==> config.mk <==
export PLATFORM = sky130hd
export DESIGN_NAME = slp_ctl_top
export DESIGN_NICKNAME = d
export VERILOG_FILES = /design/src/rtl/slp_pkg.sv /design/src/rtl/slp_wake_eval.sv /design/src/rtl/slp_ost_counter.sv /design/src/rtl/slp_status_regs.sv /design/src/rtl/slp_ctl_top.sv
export SDC_FILE = /design/constraint.sdc
export NUM_CORES = 1
export LEC_CHECK = 0
export ABC_CLOCK_PERIOD_IN_PS = 3500
export CAP_MARGIN = 0
export CORE_MARGIN = 2
export CORE_UTILIZATION = 29
export DETAILED_ROUTE_END_ITERATION = 10
export PLACE_DENSITY_LB_ADDON = 0.08
export SKIP_LAST_GASP = 1
export SLEW_MARGIN = 40
export SYNTH_ARGS = -nofsm -noshare
export SYNTH_HDL_FRONTEND = slang
export SYNTH_HIERARCHICAL = 1
export SYNTH_SLANG_ARGS = --single-unit
==> constraint.sdc <==
create_clock -name clk -period 3.5 [get_ports clk]
set_input_delay 0.7 -clock clk [delete_from_list [all_inputs] [get_ports clk]]
set_output_delay 0.7 -clock clk [all_outputs]
set_load 0.005 [all_outputs]
==> src/rtl/slp_pkg.sv <==
package slp_pkg;

    typedef enum logic [2:0] {
        ST_RUN         = 3'd0,
        ST_SLEEP       = 3'd1,
        ST_START_HOLD  = 3'd2,
        ST_RESET_PULSE = 3'd3,
        ST_POST_INSN   = 3'd4,
        ST_VECTOR      = 3'd5
    } slp_state_e;

    typedef enum logic [1:0] {
        KIND_NONE = 2'd0,
        KIND_EXT  = 2'd1,
        KIND_WDT  = 2'd2,
        KIND_INT  = 2'd3
    } wake_kind_e;

    typedef enum logic [1:0] {
        OSC_LF = 2'b00,
        OSC_XT = 2'b01,
        OSC_HS = 2'b10,
        OSC_RC = 2'b11
    } osc_mode_e;

    function automatic logic mode_needs_hold(input logic [1:0] mode);
        return (mode == OSC_LF) || (mode == OSC_XT);
    endfunction

    function automatic logic kind_is_reset(input wake_kind_e k);
        return (k == KIND_EXT) || (k == KIND_WDT);
    endfunction

endpackage

==> src/rtl/slp_wake_eval.sv <==
module slp_wake_eval
    import slp_pkg::*;
#(
    parameter int                NSRC      = 8,
    parameter logic [NSRC-1:0]   WAKE_MASK = 8'h0F
) (
    input  logic            ext_rst_req,
    input  logic            wdt_en,
    input  logic            wdt_timeout,
    input  logic [NSRC-1:0] int_en,
    input  logic [NSRC-1:0] int_flag,
    output logic            wake_any,
    output wake_kind_e      wake_kind
);

    logic [NSRC-1:0] cand;

    // Only sources that can still signal without phase clocks may wake.
    for (genvar i = 0; i < NSRC; i++) begin : g_src
        if (WAKE_MASK[i]) begin : g_capable
            assign cand[i] = int_en[i] & int_flag[i];
        end else begin : g_blocked
            assign cand[i] = 1'b0;
        end
    end

    always_comb begin
        if (ext_rst_req) begin
            wake_kind = KIND_EXT;
        end else if (wdt_en && wdt_timeout) begin
            wake_kind = KIND_WDT;
        end else if (|cand) begin
            wake_kind = KIND_INT;
        end else begin
            wake_kind = KIND_NONE;
        end
    end

    assign wake_any = (wake_kind != KIND_NONE);

endmodule

==> src/rtl/slp_ost_counter.sv <==
module slp_ost_counter #(
    parameter int OST_CYCLES = 1024
) (
    input  logic clk,
    input  logic rst_n,
    input  logic load,
    input  logic run,
    output logic done
);

    localparam int CW = (OST_CYCLES > 1) ? $clog2(OST_CYCLES) : 1;
    localparam logic [CW-1:0] LOAD_VAL = CW'(OST_CYCLES - 1);

    logic [CW-1:0] cnt_q;

    always_ff @(posedge clk or negedge rst_n) begin
        if (!rst_n) begin
            cnt_q <= '0;
        end else if (load) begin
            cnt_q <= LOAD_VAL;
        end else if (run && (cnt_q != '0)) begin
            cnt_q <= cnt_q - 1'b1;
        end
    end

    assign done = (cnt_q == '0);

endmodule

==> src/rtl/slp_status_regs.sv <==
module slp_status_regs (
    input  logic clk,
    input  logic rst_n,
    input  logic enter_sleep,
    input  logic wdt_wake,
    output logic pd_bit,
    output logic to_bit
);

    always_ff @(posedge clk or negedge rst_n) begin
        if (!rst_n) begin
            pd_bit <= 1'b1;
            to_bit <= 1'b1;
        end else if (enter_sleep) begin
            pd_bit <= 1'b0;
            to_bit <= 1'b1;
        end else if (wdt_wake) begin
            to_bit <= 1'b0;
        end
    end

endmodule

==> src/rtl/slp_ctl_top.sv <==
module slp_ctl_top
    import slp_pkg::*;
#(
    parameter int              NSRC       = 8,
    parameter logic [NSRC-1:0] WAKE_MASK  = 8'h0F,
    parameter int              OST_CYCLES = 1024,
    parameter logic [15:0]     VEC_ADDR   = 16'h0004
) (
    input  logic            clk,
    input  logic            rst_n,
    input  logic            sleep_cmd,
    input  logic            ext_rst_req,
    input  logic            wdt_en,
    input  logic            wdt_timeout,
    input  logic [NSRC-1:0] int_en,
    input  logic [NSRC-1:0] int_flag,
    input  logic            glob_int_dis,
    input  logic [1:0]      osc_mode,
    input  logic            instr_done,
    output logic            osc_en,
    output logic            core_clk_en,
    output logic            core_rst_hold,
    output logic            dev_reset,
    output logic            wdt_clr,
    output logic            pd_bit,
    output logic            to_bit,
    output logic            vector_take,
    output logic [15:0]     vector_addr
);

    slp_state_e state_q, state_d;
    wake_kind_e kind_q, kind_d;
    wake_kind_e wake_kind;
    logic       wake_any;
    logic       wake_acc;
    logic       ost_load;
    logic       ost_done;

    slp_wake_eval #(
        .NSRC      (NSRC),
        .WAKE_MASK (WAKE_MASK)
    ) u_wake (
        .ext_rst_req (ext_rst_req),
        .wdt_en      (wdt_en),
        .wdt_timeout (wdt_timeout),
        .int_en      (int_en),
        .int_flag    (int_flag),
        .wake_any    (wake_any),
        .wake_kind   (wake_kind)
    );

    assign wake_acc = (state_q == ST_SLEEP) && wake_any;
    assign ost_load = wake_acc && mode_needs_hold(osc_mode);

    slp_ost_counter #(
        .OST_CYCLES (OST_CYCLES)
    ) u_ost (
        .clk   (clk),
        .rst_n (rst_n),
        .load  (ost_load),
        .run   (state_q == ST_START_HOLD),
        .done  (ost_done)
    );

    slp_status_regs u_stat (
        .clk         (clk),
        .rst_n       (rst_n),
        .enter_sleep ((state_q == ST_RUN) && sleep_cmd),
        .wdt_wake    (wake_acc && (wake_kind == KIND_WDT)),
        .pd_bit      (pd_bit),
        .to_bit      (to_bit)
    );

    // State register
    always_ff @(posedge clk or negedge rst_n) begin
        if (!rst_n) begin
            state_q <= ST_RUN;
            kind_q  <= KIND_NONE;
        end else begin
            state_q <= state_d;
            kind_q  <= kind_d;
        end
    end

    // Next state
    always_comb begin
        state_d = state_q;
        kind_d  = kind_q;
        unique case (state_q)
            ST_RUN: begin
                if (sleep_cmd) begin
                    state_d = ST_SLEEP;
                end
            end
            ST_SLEEP: begin
                if (wake_any) begin
                    kind_d = wake_kind;
                    if (mode_needs_hold(osc_mode)) begin
                        state_d = ST_START_HOLD;
                    end else if (kind_is_reset(wake_kind)) begin
                        state_d = ST_RESET_PULSE;
                    end else begin
                        state_d = ST_POST_INSN;
                    end
                end
            end
            ST_START_HOLD: begin
                if (ost_done) begin
                    state_d = kind_is_reset(kind_q) ? ST_RESET_PULSE : ST_POST_INSN;
                end
            end
            ST_RESET_PULSE: begin
                state_d = ST_RUN;
            end
            ST_POST_INSN: begin
                if (instr_done) begin
                    state_d = glob_int_dis ? ST_RUN : ST_VECTOR;
                end
            end
            ST_VECTOR: begin
                state_d = ST_RUN;
            end
            default: begin
                state_d = ST_RUN;
            end
        endcase
    end

    // Outputs
    always_comb begin
        osc_en        = 1'b1;
        core_clk_en   = 1'b0;
        core_rst_hold = 1'b0;
        dev_reset     = 1'b0;
        vector_take   = 1'b0;
        unique case (state_q)
            ST_RUN:         core_clk_en = 1'b1;
            ST_SLEEP:       osc_en = 1'b0;
            ST_START_HOLD:  core_rst_hold = 1'b1;
            ST_RESET_PULSE: begin
                core_rst_hold = 1'b1;
                dev_reset     = 1'b1;
            end
            ST_POST_INSN:   core_clk_en = 1'b1;
            ST_VECTOR: begin
                core_clk_en = 1'b1;
                vector_take = 1'b1;
            end
            default:        core_clk_en = 1'b1;
        endcase
        wdt_clr     = ((state_q == ST_RUN) && sleep_cmd) || wake_acc;
        vector_addr = vector_take ? VEC_ADDR : 16'h0000;
    end

endmodule

==> results.txt, run 1 <==
The routed wire length per instance is 14.0 microns. The sequential cell fraction of total power was 36.3%; the final-report max-slew violation count was 0. Height of the die: 70.9 microns.

In this run, distinct cell masters in the synthesized netlist total 51. The buffer cell driving the clock tree root was sky130_fd_sc_hd__clkbuf_8. The wire length of the first global-routing pass is 5110 microns, and the sequential share of the synthesized area is 33.0%. The category of the most critical setup path was in2out. For this design the top-level I/O count stands at 50. The synthesized area divided by synthesized cell count is 9.26 sq um.

Summing the areas of all xor and xnor instances in the mapped netlist gives 0.676% of the synthesized area. For the number of antenna repair diodes, the log shows 0. The tree built by TritonCTS fans out to 17 sinks. The tool flagged a number of max-cap violations equal to 0. The proportion of synthesized area in mux cells is 4.05%, and the count of input and output buffers is 25. The clock tree skew after final layout was 0.00479 ns; the leakage power was 0.585 nW. The tools report the HPWL after detailed placement as 2220 microns. The leading register cell type out of synthesis was sky130_fd_sc_hd__dfrtp_1. At the worst endpoint, the required time is 2.80 ns. The die covers 5020 sq um.

Setup repair after global routing left no endpoint under its margin. STA classifies the critical path endpoint as an output pin. The count of filler cells inserted in the layout is 447.

The complex-gate fraction of the synthesized area works out to 19.3%. The post-CTS setup-driven buffer insertion count is 0, and the number of placement rows is 24. The CTS clock-pin slew for the worst setup and hold paths was 0.07 ns. The area growth from synthesis to layout is 21.8%. The switching power summed over all nets is 0.000329 W, and the routability-driven placement congestion ratio is 0.777. The remaining routing DRC violations was 0; the achievable clock frequency was 0.340 GHz. Global routing used 12.4% of the available tracks. The run gives 2.24 ns as the data arrival time of the worst path. The core region is 4320 sq um.

Buffers inserted during clock tree synthesis total 3. Of the cells placed in the final design, the portion with a size suffix greater than 1 is 12.2%. The nature of the critical path startpoint was an input pin.

Setup total negative slack on the finished layout was measured at 0 ns. The multi-input combinational cells in the finished layout cover a total of 739 sq um. The power per standard cell area works out to 557 nW/um^2. The worst register-to-register path begins at u_ost/cnt_q[0]. The post-route cell area was 1580 sq um; the total vias in the final route was 1,117. The setup-violating endpoint count in the final report was 0. Grouping stages by cell kind, the critical path spends the most delay in buffers and inverters.

The worst register-to-register path ends at state_q[1]. For the pin with the worst max-slew slack, the measured transition is 0.644 ns. For flop-to-flop paths, the worst setup slack is 0.83 ns. The internal power of the cells totals 0.000551 W.

The delay contributed by the slowest stage of the critical path was 0.44 ns; the number of enable-type register cells in the synthesized netlist was 0. The post-synthesis share of cell area spent on and, or, nand and nor gates is 26.7%, and the total placed instance area is 1530 sq um. The synthesized netlist devotes 1.93% of its cell area to adder and majority cells. In this run the worst path has a maximum fanout of 3. The signal on the critical path passes through clkdlybuf4s50_1 -> a22oi_2 -> nand4b_1 -> mux2i_1 -> nor2_1 -> clkdlybuf4s50_1. Of the total power, the clock network draws 17.1%. The largest family of logic cells by synthesized area was simple AND/OR/NAND/NOR gates.

The initial antenna violation count is 0. The initial utilization of the core area, before any placement, comes to 30.0%. The detailed-routing iteration count for the pre-antenna-repair pass was 4. The count of yosys warnings during synthesis is 6, and the area taken by flip-flops and latches is 428 sq um. TritonCTS built the clock tree. The number of hold-slack violations in the final timing report was 0; the number of buffer and inverter instances along the worst setup path was 2. The clock passes through at most 2 buffers. After global routing the overflow that remains totals 0.

The number of global-route vias before repair was 1,101. After synthesis the netlist holds a flip-flop and latch count of 17. The type of the tightest min-delay check is in2async. Slowest cell on the critical path: sky130_fd_sc_hd__clkdlybuf4s50_1.

The cell depth of the worst flop-to-flop path was 8; the combinational group share of total power was 46.7%. The flow ran to the end, and the final reports show no timing, DRC or antenna violations. Measured along the x axis, the die boundary spans 70.9 microns. Entering global routing, the biggest net connects 18 pins. Peak ir drop on the vdd network: 0.000190 V. The switching power share of the total is 37.4%, and the clock latency of the later-clocked register in the worst-skew pair is 0.25 ns. For this block, the initial DRC count from the detailed router was 104. The mapped netlist covers 1300 sq um. In the finished design, the share of the clock period the worst path needs comes to 83.9%.

The instance count of the mapped netlist was 140; the per-cell via count in the routed design was 5.17. In this design, the critical path's most frequently occurring cell is sky130_fd_sc_hd__clkdlybuf4s50_1. The worst slew slack as a fraction of its limit was 56.5%; the fraction of synthesis flops using an asynchronous set or reset pin was 100%. Hold repair after CTS inserted 0 buffers. The logs give 3020 microns for the wire length after detailed routing and 0 for the residual antenna-violating net count after detailed routing. Final critical delay including setup and external delays: 2.94 ns. At the end of the flow, the number of nets in the layout was 193.

The number of H-tree levels was 1; the post-cts resize count was 0.
-- state kept, by name, indices dropped and copies added, names as in the netlist --
register,count
u_stat/to_bit,1
u_ost/cnt_q,10
u_stat/pd_bit,1
state_q,3
kind_q,2
-- cell usage after synthesis, types with 3 or more instances --
master,number,share of area (%)
sky130_fd_sc_hd__a21oi_1,4,1.5
sky130_fd_sc_hd__buf_4,18,10
sky130_fd_sc_hd__or4_1,4,2.3
sky130_fd_sc_hd__nor3_1,4,1.5
sky130_fd_sc_hd__nor2b_1,4,1.9
sky130_fd_sc_hd__mux2i_1,3,2.3
sky130_fd_sc_hd__clkbuf_1,4,1.2
sky130_fd_sc_hd__nor2_1,7,2.0
sky130_fd_sc_hd__nand2_1,4,1.2
sky130_fd_sc_hd__nand4b_1,3,2.0
sky130_fd_sc_hd__a211oi_1,4,2.3
sky130_fd_sc_hd__o31ai_1,4,2.3
sky130_fd_sc_hd__o21ai_0,4,1.5
sky130_fd_sc_hd__inv_1,6,1.7
sky130_fd_sc_hd__dfrtp_1,15,29
sky130_fd_sc_hd__nor4b_1,4,2.7
sky130_fd_sc_hd__or2_2,3,1.4
-- layout make-up --
cell class / count / area share (%)
clock buffer: 4 / 2.85
inverter: 7 / 1.66
multi-input combinational: 107 / 46.8
sequential: 17 / 27.1
tap: 52 / 4.12
timing repair buffer: 29 / 17.4
-- through the flow --
step                utilization, %  hold slack (ns)  power (W)  cells  worst slack [ns]
floorplan                        -            0.404   0.000590    154              1.09
global placement              35.6            0.472   0.000724    212             0.571
detailed placement            35.5            0.480   0.000734    212             0.560
CTS                           36.5            0.392   0.000891    216             0.560
global route                  36.5            0.411   0.000951    216             0.402
finish                        36.5            0.381   0.000880    216             0.562
-- power by group through the flow --
stage                     Sequential (W)  Combinational (W)  Clock [W]
after CTS                       0.000317           0.000417   0.000158
after global placement          0.000319           0.000405          0
after detailed placement        0.000320           0.000414          0
after floorplan                 0.000291           0.000299          0
final                           0.000319           0.000411   0.000150
after global routing            0.000329           0.000457   0.000165
-- layer usage --
layer / part of all wire, % / up-vias / track usage (%)
met5: 0 / - / 0
met4: 0.89 / 0 / 3.14
met3: 4.9 / 4 / 2.85
met2: 48 / 28 / 21.6
met1: 47 / 544 / 15.5
li1: - / 541 / -
-- how the worst max path moves through the flow --
| stage | endpoint | from | slack (ns) | cells after the start |
|---|---|---|---|---|
| 3_3_place_gp | wdt_clr | int_en[0] | 0.57 | 6 |
| 3_5_place_dp | wdt_clr | int_en[0] | 0.56 | 6 |
| 2_1_floorplan | state_q[0] | u_ost/cnt_q[0] | 1.09 | 7 |
| 6_report | wdt_clr | int_en[0] | 0.56 | 6 |
| 4_1_cts | wdt_clr | int_en[0] | 0.56 | 6 |
| 5_1_grt | wdt_clr | int_en[0] | 0.40 | 6 |
-- worst reg2reg max path, stage by stage (launching register included) --
cell and delay (ns):
sky130_fd_sc_hd__dfrtp_1 0.44, sky130_fd_sc_hd__inv_1 0.09, sky130_fd_sc_hd__ha_1 0.21, sky130_fd_sc_hd__or4b_2 0.68, sky130_fd_sc_hd__nor3_1 0.21, sky130_fd_sc_hd__buf_4 0.16, sky130_fd_sc_hd__or4bb_1 0.48, sky130_fd_sc_hd__o211a_1 0.15
sky130_fd_sc_hd__o22ai_1 0.17
-- logic make-up after synthesis --
logic type               Yosys count
AO/OA/AOI/OAI                     33
XOR/XNOR                           1
adder cells (fa/ha/maj)            2
buffers and inverters             30
flip-flops                        17
multiplexers                       5
other                              1
AND/OR/NAND/NOR                   51
-- cells in the final DEF, fill, tap and decap left out, drive strengths merged, types with 3 or more instances in the layout --
master,n
a22oi,3
nor2,7
buf,5
dfrtp,15
nor4b,4
or2,3
a211oi,4
clkdlybuf4s50,24
nor2b,4
nand4b,3
clkbuf,4
a21oi,4
mux2i,3
inv,7
o31ai,4
nor3,4
conb,15
or4,4
o21ai,4
nand2,5
(Power assumes the default switching activity.)
==> run 2: changes to the inputs <==
Settings changed: ABC_CLOCK_PERIOD_IN_PS 3500 to 2900.
Clock period 3.5 ns to 2.9 ns, I/O delays scaled along.
==> results.txt, run 2 (synthesized netlist as in run 1, its figures left out) <==
The run finished with clean final reports. Most common cell after layout, fill and taps aside: sky130_fd_sc_hd__clkdlybuf4s50_1. The top cell types in the final layout, fill and taps aside, are 24 x sky130_fd_sc_hd__clkdlybuf4s50_1, 15 x sky130_fd_sc_hd__conb_1, 15 x sky130_fd_sc_hd__dfrtp_1. The logs give 5020 sq um for the area of the die and 12.0% for the total global routing track utilization. Maximum number of pins on one net before global-route repair: 18.

The tools report the fraction of power consumed by the clock network as 16.4%. The startpoint identified for the worst register-to-register timing path is u_ost/cnt_q[0]. Setup repair after global routing left no endpoint under its margin. Power spread over the standard cell area amounts to 670 nW/um^2. After detailed routing, the number of remaining DRC violations is 0. Buffer cell driving the clock tree root: sky130_fd_sc_hd__clkbuf_8. The number of global-route vias before repair was 1,053; the height of the die was 70.9 microns.

The tools report the number of H-tree levels as 1. The tools report the HPWL after detailed placement as 2250 microns. The most numerous cell type found on the critical path is sky130_fd_sc_hd__clkdlybuf4s50_1. The launching instance or port of the critical path is int_en[2]. The delay contributed by the slowest stage of the critical path is 0.44 ns. The number of buffers added by the clock tree synthesis step was 3; the path length in cells of the critical path was 6. The number of cells on the worst reg-to-reg path is 7.

The final critical path takes up 92.9% of the cycle. Summed over all layers, the routed wires come to 2950 microns. The critical path goes through clkdlybuf4s50_1 -> a22oi_2 -> nand4b_1 -> mux2i_1 -> nor2_1 -> clkdlybuf4s50_1. The register with the most flip-flops in the layout has 10 of them. The initial antenna violation count was 0.

Timing would allow up to 0.371 GHz. Across the whole layout, storage elements account for 428 sq um. For this run the aggregate overflow at the end of global routing stands at 0. The share of total power dissipated in sequential elements is 32.8%. The logs give 0 for the number of hold-slack violations in the final timing report and 455 for the count of filler cells inserted in the layout. The initial utilization of the core area, before any placement, comes to 30.0%. The tools report the post-CTS setup-driven buffer insertion count as 0.

The first global-routing pass estimated 4890 microns of wire. The worst setup path is captured at an output pin. The post-route netlist has 14.4% of its cells at a drive strength greater than 1. The run gives 0.000392 W as the switching power summed over all nets.

The worst setup path is of the in2out kind. The required time at the worst-slack endpoint is 2.32 ns, and the per-cell via count in the routed design is 5.17. The total vias in the final route came out at 1,133. More flip-flops sit in one register than any other, and that register is u_ost/cnt_q. Headroom to the max-slew limit came out at 57.5%.

The run gives 50.8% as the combinational group share of total power. The worst path in the final design needs a cycle of 2.69 ns, including I/O delays and setup. Counting both buffers and inverters, the worst setup path holds a total of 2. Setup violations remaining at the end of the flow were counted as 0. Post-CTS repair changed the size of 0 cells.

After the last flow step, the layout net total stands at 196. No sink is reached through more buffers than the 2 on the longest clock path. Clock-pin slew was measured on the worst setup and hold paths at 0.07 ns. After floorplanning, the core was divided into 24 placement rows. Pin placement for this block handled 50 I/O pins. The logs give 0.000681 W for the internal power summed over all cells and 5 for the detailed-routing iteration count for the pre-antenna-repair pass. VDD sags by at most 0.000191 V.

The repair_antennas step left the layout with diodes totalling 0. The tools report the final core area utilization as 37.1%. The total number of clock tree sinks was 17.

The clock tree skew after final layout is 0.00468 ns, and the area used by multi-input combinational logic is 739 sq um. On the critical path, the stage with the largest delay is an instance of sky130_fd_sc_hd__clkdlybuf4s50_1. Summed over all failing endpoints, the final setup total negative slack is 0 ns.

Input and output buffers added on the ports amount to 25. Of the total power, the share spent switching nets is 36.5%. Buffers inserted to repair hold after CTS numbered 0. The region available for standard cell placement spans 4320 sq um. The worst hold path belongs to the class in2async. For the worst setup path, the data arrival time is 2.11 ns. For the clock latency of the later-clocked register in the worst-skew pair, the log shows 0.25 ns. STA classifies the critical path startpoint as an input pin. The count of nets left with antenna violations once routing finished came out at 0. TritonCTS built the clock tree. The routability-driven placement congestion ratio is 0.826, and the chip width is 70.9 microns. The leakage power is 0.602 nW. The tools report the number of violations reported at the end of detailed-routing iteration 0 as 43. Final-report max-slew violation count: 0. Transition at the pin with the smallest max-transition slack: 0.629 ns. From synthesis to final layout, the design area changed by 23.6%. The tool flagged a number of max-cap violations equal to 0.

Maximum fanout encountered on the critical timing path: 3. In this design, the largest share of critical-path delay is due to buffers and inverters. The largest registers in the layout are u_ost/cnt_q: 10 flops, state_q: 3 flops, kind_q: 2 flops.

In the final routed layout, each cell accounts on average for 13.5 microns.
-- run 2: power by group through the flow --
stage               clock network [W]  logic, W  registers (W)
global placement                    0  0.000545       0.000351
detailed placement                  0  0.000549       0.000357
global route                 0.000193  0.000604       0.000361
floorplan                           0  0.000361       0.000351
CTS                          0.000184  0.000551       0.000353
finish                       0.000176  0.000546       0.000352
-- run 2: cell type report --
class / count / share of cell area (%)
clock buffers: 3 / 2.58
clock inverters: 1 / 0.312
inverters: 7 / 1.64
multi-input cells: 107 / 46.1
flip-flops and latches: 17 / 26.7
well taps: 52 / 4.06
repair buffers: 32 / 18.6
-- run 2: layer usage --
metal | track usage [%] | routed length (microns) | vias to the layer above
met1 | 14.8 | 1330 | 535
met5 | 0 | 0 | -
met2 | 20.9 | 1400 | 44
met3 | 2.14 | 182 | 6
li1 | - | - | 548
met4 | 4.82 | 30 | 0
-- run 2: path summary, 6_finish.rpt --
check | to | slack, ns
worst max register to register | state_q[0] | 0.23
worst min-delay path | u_ost/cnt_q[9] | 0.24
min in group clk | u_stat/pd_bit | 0.48
max in group asynchronous | u_stat/pd_bit | 2.34
worst min register to register | u_stat/pd_bit | 0.48
worst max-delay path | wdt_clr | 0.21
-- run 2: through the flow --
step	setup slack, ns	std cells	area (sq um)	total power, W	hold slack (ns)
3_3_place_gp	0.236	215	1560	0.000896	0.475
6_report	0.207	219	1600	0.00107	0.244
2_1_floorplan	0.494	154	1350	0.000712	0.284
3_5_place_dp	0.211	215	1560	0.000906	0.477
4_1_cts	0.206	219	1610	0.00109	0.489
5_1_grt	0.0714	219	1600	0.00116	0.260
